===== src/rtl/mirq_pkg.sv =====
package mirq_pkg;
  localparam int XLEN    = 32;
  // Bit positions are decoded by software and must stay fixed.
  localparam int TMR_POS = 7;
  localparam int PIN_POS = 16;
  localparam int MSG_POS = 17;
  localparam int NSRC    = 3;   // timer, pin change, message
  localparam int NSTICKY = 2;   // pin change, message

  typedef enum logic {
    SEL_ENABLE = 1'b0,
    SEL_PEND   = 1'b1
  } mirq_sel_e;

  localparam logic [XLEN-1:0] IMPL_MASK =
    (XLEN'(1) << TMR_POS) | (XLEN'(1) << PIN_POS) | (XLEN'(1) << MSG_POS);
endpackage


===== src/rtl/mirq_rst_sync.sv =====
module mirq_rst_sync #(
  parameter int STAGES = 2
) (
  input  logic clk,
  input  logic rst_n,
  output logic rst_ns
);
  logic [STAGES-1:0] sync_q;
  logic [STAGES-1:0] sync_d;

  always_comb begin
    sync_d = {sync_q[STAGES-2:0], 1'b1};
  end

  always_ff @(posedge clk or negedge rst_n) begin
    if (!rst_n) sync_q <= '0;
    else        sync_q <= sync_d;
  end

  assign rst_ns = sync_q[STAGES-1];
endmodule


===== src/rtl/mirq_pin_watch.sv =====
module mirq_pin_watch #(
  parameter int NPINS = 4
) (
  input  logic             clk,
  input  logic             rst_ns,
  input  logic [NPINS-1:0] pin_i,
  input  logic [NPINS-1:0] pin_dir_i,
  output logic             change_o
);
  logic [NPINS-1:0] smp_q, smp_d;
  logic [NPINS-1:0] old_q, old_d;
  logic [NPINS-1:0] diff;

  always_comb begin
    smp_d = pin_i;
    old_d = smp_q;
  end

  always_ff @(posedge clk or negedge rst_ns) begin
    if (!rst_ns) begin
      smp_q <= '0;
      old_q <= '0;
    end else begin
      smp_q <= smp_d;
      old_q <= old_d;
    end
  end

  // Only pins set as inputs take part in change detection.
  always_comb begin
    diff = (smp_q ^ old_q) & ~pin_dir_i;
  end

  assign change_o = |diff;
endmodule


===== src/rtl/mirq_sticky.sv =====
module mirq_sticky #(
  parameter int N = 2
) (
  input  logic         clk,
  input  logic         rst_ns,
  input  logic [N-1:0] set_i,
  input  logic         wr_i,
  input  logic [N-1:0] wval_i,
  output logic [N-1:0] q_o
);
  for (genvar g = 0; g < N; g++) begin : g_bit
    logic bit_q, bit_d, bit_ce;

    // A set event takes priority over a software write in the same cycle.
    always_comb begin
      bit_ce = set_i[g] | wr_i;
      bit_d  = set_i[g] | wval_i[g];
    end

    always_ff @(posedge clk or negedge rst_ns) begin
      if (!rst_ns)     bit_q <= 1'b0;
      else if (bit_ce) bit_q <= bit_d;
    end

    assign q_o[g] = bit_q;
  end
endmodule


===== src/rtl/mirq_unit.sv =====
module mirq_unit
  import mirq_pkg::*;
#(
  parameter int NPINS = 4
) (
  input  logic             clk,
  input  logic             rst_n,
  input  logic             tmr_match_i,
  input  logic [NPINS-1:0] pin_i,
  input  logic [NPINS-1:0] pin_dir_i,
  input  logic             msg_rx_i,
  input  logic             gie_i,
  input  logic             csr_we_i,
  input  logic             csr_sel_i,
  input  logic [31:0]      csr_wdata_i,
  output logic [31:0]      csr_rdata_o,
  output logic             irq_o
);
  logic rst_ns;
  logic pin_evt;
  logic wr_en, wr_pend;
  logic [NSRC-1:0]    en_q, en_d;
  logic [NSTICKY-1:0] cust_q;
  logic [NSRC-1:0]    pend_vec;
  logic [NSRC-1:0]    rd_vec;
  logic               unused_wbits;

  mirq_rst_sync #(.STAGES(2)) u_rst (
    .clk    (clk),
    .rst_n  (rst_n),
    .rst_ns (rst_ns)
  );

  mirq_pin_watch #(.NPINS(NPINS)) u_pins (
    .clk       (clk),
    .rst_ns    (rst_ns),
    .pin_i     (pin_i),
    .pin_dir_i (pin_dir_i),
    .change_o  (pin_evt)
  );

  always_comb begin
    wr_en   = csr_we_i & (csr_sel_i == SEL_ENABLE);
    wr_pend = csr_we_i & (csr_sel_i == SEL_PEND);
    en_d    = {csr_wdata_i[MSG_POS], csr_wdata_i[PIN_POS], csr_wdata_i[TMR_POS]};
  end

  always_ff @(posedge clk or negedge rst_ns) begin
    if (!rst_ns)    en_q <= '0;
    else if (wr_en) en_q <= en_d;
  end

  mirq_sticky #(.N(NSTICKY)) u_stk (
    .clk    (clk),
    .rst_ns (rst_ns),
    .set_i  ({msg_rx_i, pin_evt}),
    .wr_i   (wr_pend),
    .wval_i ({csr_wdata_i[MSG_POS], csr_wdata_i[PIN_POS]}),
    .q_o    (cust_q)
  );

  // Timer pending is a live mirror of the match level.
  assign pend_vec = {cust_q, tmr_match_i};

  always_comb begin
    rd_vec               = (csr_sel_i == SEL_PEND) ? pend_vec : en_q;
    csr_rdata_o          = '0;
    csr_rdata_o[TMR_POS] = rd_vec[0];
    csr_rdata_o[PIN_POS] = rd_vec[1];
    csr_rdata_o[MSG_POS] = rd_vec[2];
  end

  assign irq_o = gie_i & (|(pend_vec & en_q));

  assign unused_wbits = ^csr_wdata_i;
endmodule


===== config.mk =====
export PLATFORM = sky130hd
export DESIGN_NAME = mirq_unit
export DESIGN_NICKNAME = d
export VERILOG_FILES = /design/src/rtl/mirq_pkg.sv /design/src/rtl/mirq_rst_sync.sv /design/src/rtl/mirq_pin_watch.sv /design/src/rtl/mirq_sticky.sv /design/src/rtl/mirq_unit.sv
export SDC_FILE = /design/constraint.sdc
export NUM_CORES = 1
export LEC_CHECK = 0
export BUFFER_PORTS_ARGS = -buffer_cell sky130_fd_sc_hd__buf_2
export CAP_MARGIN = 20
export CORE_MARGIN = 4
export CORE_UTILIZATION = 39
export CTS_BUF_LIST = sky130_fd_sc_hd__clkbuf_8
export DETAILED_ROUTE_END_ITERATION = 7
export PLACE_DENSITY = 0.87
export SYNTH_ARGS = -nofsm -noshare
export SYNTH_HDL_FRONTEND = slang
export SYNTH_SLANG_ARGS = --single-unit

===== constraint.sdc =====
create_clock -name clk -period 2.4 [get_ports clk]
set_input_delay 0.12 -clock clk [delete_from_list [all_inputs] [get_ports clk]]
set_output_delay 0.12 -clock clk [all_outputs]
set_load 0.02 [all_outputs]

==> impl_metrics.env <==
export IMPL_maxCapViolCount=0
export IMPL_cts_tree="done"
export IMPL_multi_input_area_um2=294
export IMPL_vias=470
export IMPL_dp_slack_ns=1.24
export IMPL_use_met2_pct=16.5
export IMPL_ys_warn_count=0
export IMPL_setup_viol=0
export IMPL_synthCells=66
export IMPL_coreArea_um2=1820
export IMPL_hold_viol_final=0
export IMPL_worstPathArrival_ns=1.20
export IMPL_die_area_um2=2790
export IMPL_clockBufferDepth=2
export IMPL_port_buffer_count=21
export IMPL_min_period_ns=1.32
export IMPL_peakVddDrop_v=0.000429
export IMPL_p_sw_share_pct=28.1
export IMPL_critPathRequiredTime_ns=2.28
export IMPL_p_leak_uw=0.000452
export IMPL_stdcell_count=120
export IMPL_path_class="reg -> out"
export IMPL_status="completed"
export IMPL_synth_seq_cells=15
export IMPL_num_fill_cells=157
export IMPL_powerDensity_nw_per_um2=663
export IMPL_die_h_um=52.8
export IMPL_first_global_vias=447
export IMPL_synth_area_per_cell_um2=11.8
export IMPL_min_period_over_period_pct=54.8
export IMPL_dp_cells=111
export IMPL_ff_latch_area_um2=375
export IMPL_seq_area_frac_synth_pct=48.0
export IMPL_cts_htree_levels=1
export IMPL_drive_gt1_share_pct=36.8
export IMPL_final_nets=143
export IMPL_fin_skew_ns=0.00600
export IMPL_numCtsBuffers=3
export IMPL_initial_core_util_pct=43.0
export IMPL_gp_congestion=0.653
export IMPL_power_frac_clock_pct=32.8
export IMPL_antenna_cells=0
export IMPL_synth_cell_type_count=14
export IMPL_firstDrtPassIters=4
export IMPL_grt_util_met3_pct=3.99
export IMPL_drtAntennaViolNets=0
export IMPL_cts_sinks=15
export IMPL_holdCritPathClass="in -> reg"
export IMPL_path_cells="a222oi_1, nor2b_1, buf_2"
export IMPL_grt_start_max_net_pins=14
export IMPL_wl_mm=1.25
export IMPL_rsz0062_at_grt="false"
export IMPL_critical_path_max_stage_delay_ns=0.38
export IMPL_layout_setup_ws_ns=1.08
export IMPL_p_int_uw=430
export IMPL_power_frac_seq_pct=47.7
export IMPL_power_switching_uw=168
export IMPL_grtUsageMet1_pct=10.7
export IMPL_wl_per_cell_um=10.4
export IMPL_grt_busiest_layer="met2"
export IMPL_clkLatencyLatePin_ns=0.24
export IMPL_slew_violations=0
export IMPL_track_usage_pct=10.1
export IMPL_grt_ovfl_total=0
export IMPL_tns_ns=0
export IMPL_num_rows=15
export IMPL_worst_setup_path_start_kind="flip-flop"
export IMPL_total_power_uw=598
export IMPL_io_pins=80
export IMPL_syn_to_final_growth_pct=15.4
export IMPL_clkTransAtPathRegs_ns=0.06
export IMPL_cp_top_family="flip-flops"
export IMPL_cts_root_buffer="clkbuf_8"
export IMPL_max_freq_mhz=760
export IMPL_final_core_util_pct=49.6
export IMPL_die_x_um=52.8
export IMPL_crit_slowest_cell="dfrtp_1"
export IMPL_antenna_found_initial=0
export IMPL_combPwrFrac_pct=19.5
export IMPL_crit_path_end_kind="primary output"
export IMPL_drt_vias_per_instance=3.92
export IMPL_path_max_fanout=3
export IMPL_crit_buf_inv=1
export IMPL_dp_hpwl_mm=1.04
export IMPL_grt_pass1_wl_mm=1.95
export IMPL_drtIter0Drc=4
export IMPL_syn_area_um2=782
export IMPL_drc=0
[cells by family (layout without fill, tap and decap cells)]
group | after synthesis | count (layout) | share of synthesized area [%]
other cells | 2 | 30 | 0.960
mux | 7 | 7 | 10.1
xor+xnor | 4 | 4 | 4.48
flops | 15 | 15 | 48.0
compound gates | 4 | 4 | 4.16
buf+inv | 29 | 30 | 27.8
simple gates | 5 | 5 | 4.48
[final timing paths]
| kind | slack (ns) | to | cells after the start | startpoint |
|---|---|---|---|---|
| worst min register to register | 0.20 | u_pins.old_d[0]$_DFF_PN0_ | 0 | u_rst.sync_q[1]$_DFF_PN0_ |
| min in group asynchronous | 0.19 | u_rst.sync_q[0]$_DFF_PN0_ | 2 | rst_n |
| worst min-delay path | 0.07 | u_stk.g_bit[1].bit_q$_DFFE_PN0P_ | 2 | msg_rx_i |
| worst max register to register | 1.23 | u_stk.g_bit[0].bit_q$_DFFE_PN0P_ | 2 | u_stk.g_bit[0].bit_q$_DFFE_PN0P_ |
| max in group asynchronous | 1.85 | u_pins.old_d[3]$_DFF_PN0_ | 0 | u_rst.sync_q[1]$_DFF_PN0_ |
| worst max-delay path | 1.08 | irq_o | 3 | en_q[2]$_DFFE_PN0P_ |
[routing by layer]
layer	part of all wire, %	vias to the layer above
li1	-	216
met1	37	209
met2	47	43
met3	15	2
met4	0.80	0
met5	0	-
[registers in the layout, summed over array words and instances (netlist names)]
| register | flops |
|---|---|
| u_rst.sync_q | 2 |
| u_stk.g_bit.bit_q | 2 |
| u_pins.old_q | 4 |
| u_pins.old_d | 4 |
| en_q | 3 |
[area by class of cell]
| cell class | instances | share of cell area, % |
|---|---|---|
| sequential | 15 | 41.6 |
| multi-input combinational | 50 | 32.6 |
| timing repair buffer | 26 | 17.2 |
| clock buffer | 3 | 4.58 |
| tap | 25 | 3.47 |
| clock inverter | 1 | 0.555 |
[synthesized netlist by cell type]
library cell,number,area [um2]
and3_2,1,7.51
a211o_2,1,10.0
a222oi_1,1,10.0
and2b_2,1,8.76
conb_1,2,7.51
or3_1,1,6.26
buf_4,29,218
mux2_2,6,67.6
o22ai_1,2,12.5
xnor2_1,4,35.0
mux2_1,1,11.3
nor2b_1,1,6.26
dfrtp_1,15,375
nand2_2,1,6.26
[placed cells by master (no fill, tap or decap)]
cell type / instances
conb_1: 30
clkbuf_8: 3
dlygate4sd3_1: 5
nand2_2: 1
or3_1: 1
dfrtp_1: 15
a222oi_1: 1
xnor2_1: 4
clkinv_2: 1
mux2_2: 6
and2b_2: 1
nor2b_1: 1
a211o_2: 1
buf_2: 21
o22ai_1: 2
mux2_1: 1
and3_2: 1
[repair_timing]
item / 4_1_cts / 5_1_grt
setup buffers: 0 / 0
hold endpoints to repair: 6 / 0
resized for setup: 0 / 0
hold buffers: 5 / 0
[stage by stage]
stage          cell area [um2]  hold WS, ns
6_report                   902       0.0711
5_1_grt                    902       0.0623
3_5_place_dp               806      -0.0929
2_1_floorplan              887       -0.176
3_3_place_gp               806      -0.0955
4_1_cts                    902       0.0663
[power groups by stage]
stage | combinational (uW) | sequential (uW) | clock [uW]
2_1_floorplan | 119 | 286 | 0
3_3_place_gp | 108 | 289 | 0
3_5_place_dp | 110 | 291 | 0
4_1_cts | 116 | 286 | 202
5_1_grt | 128 | 288 | 222
6_report | 116 | 286 | 196
Power figures use the tool's default switching activity.
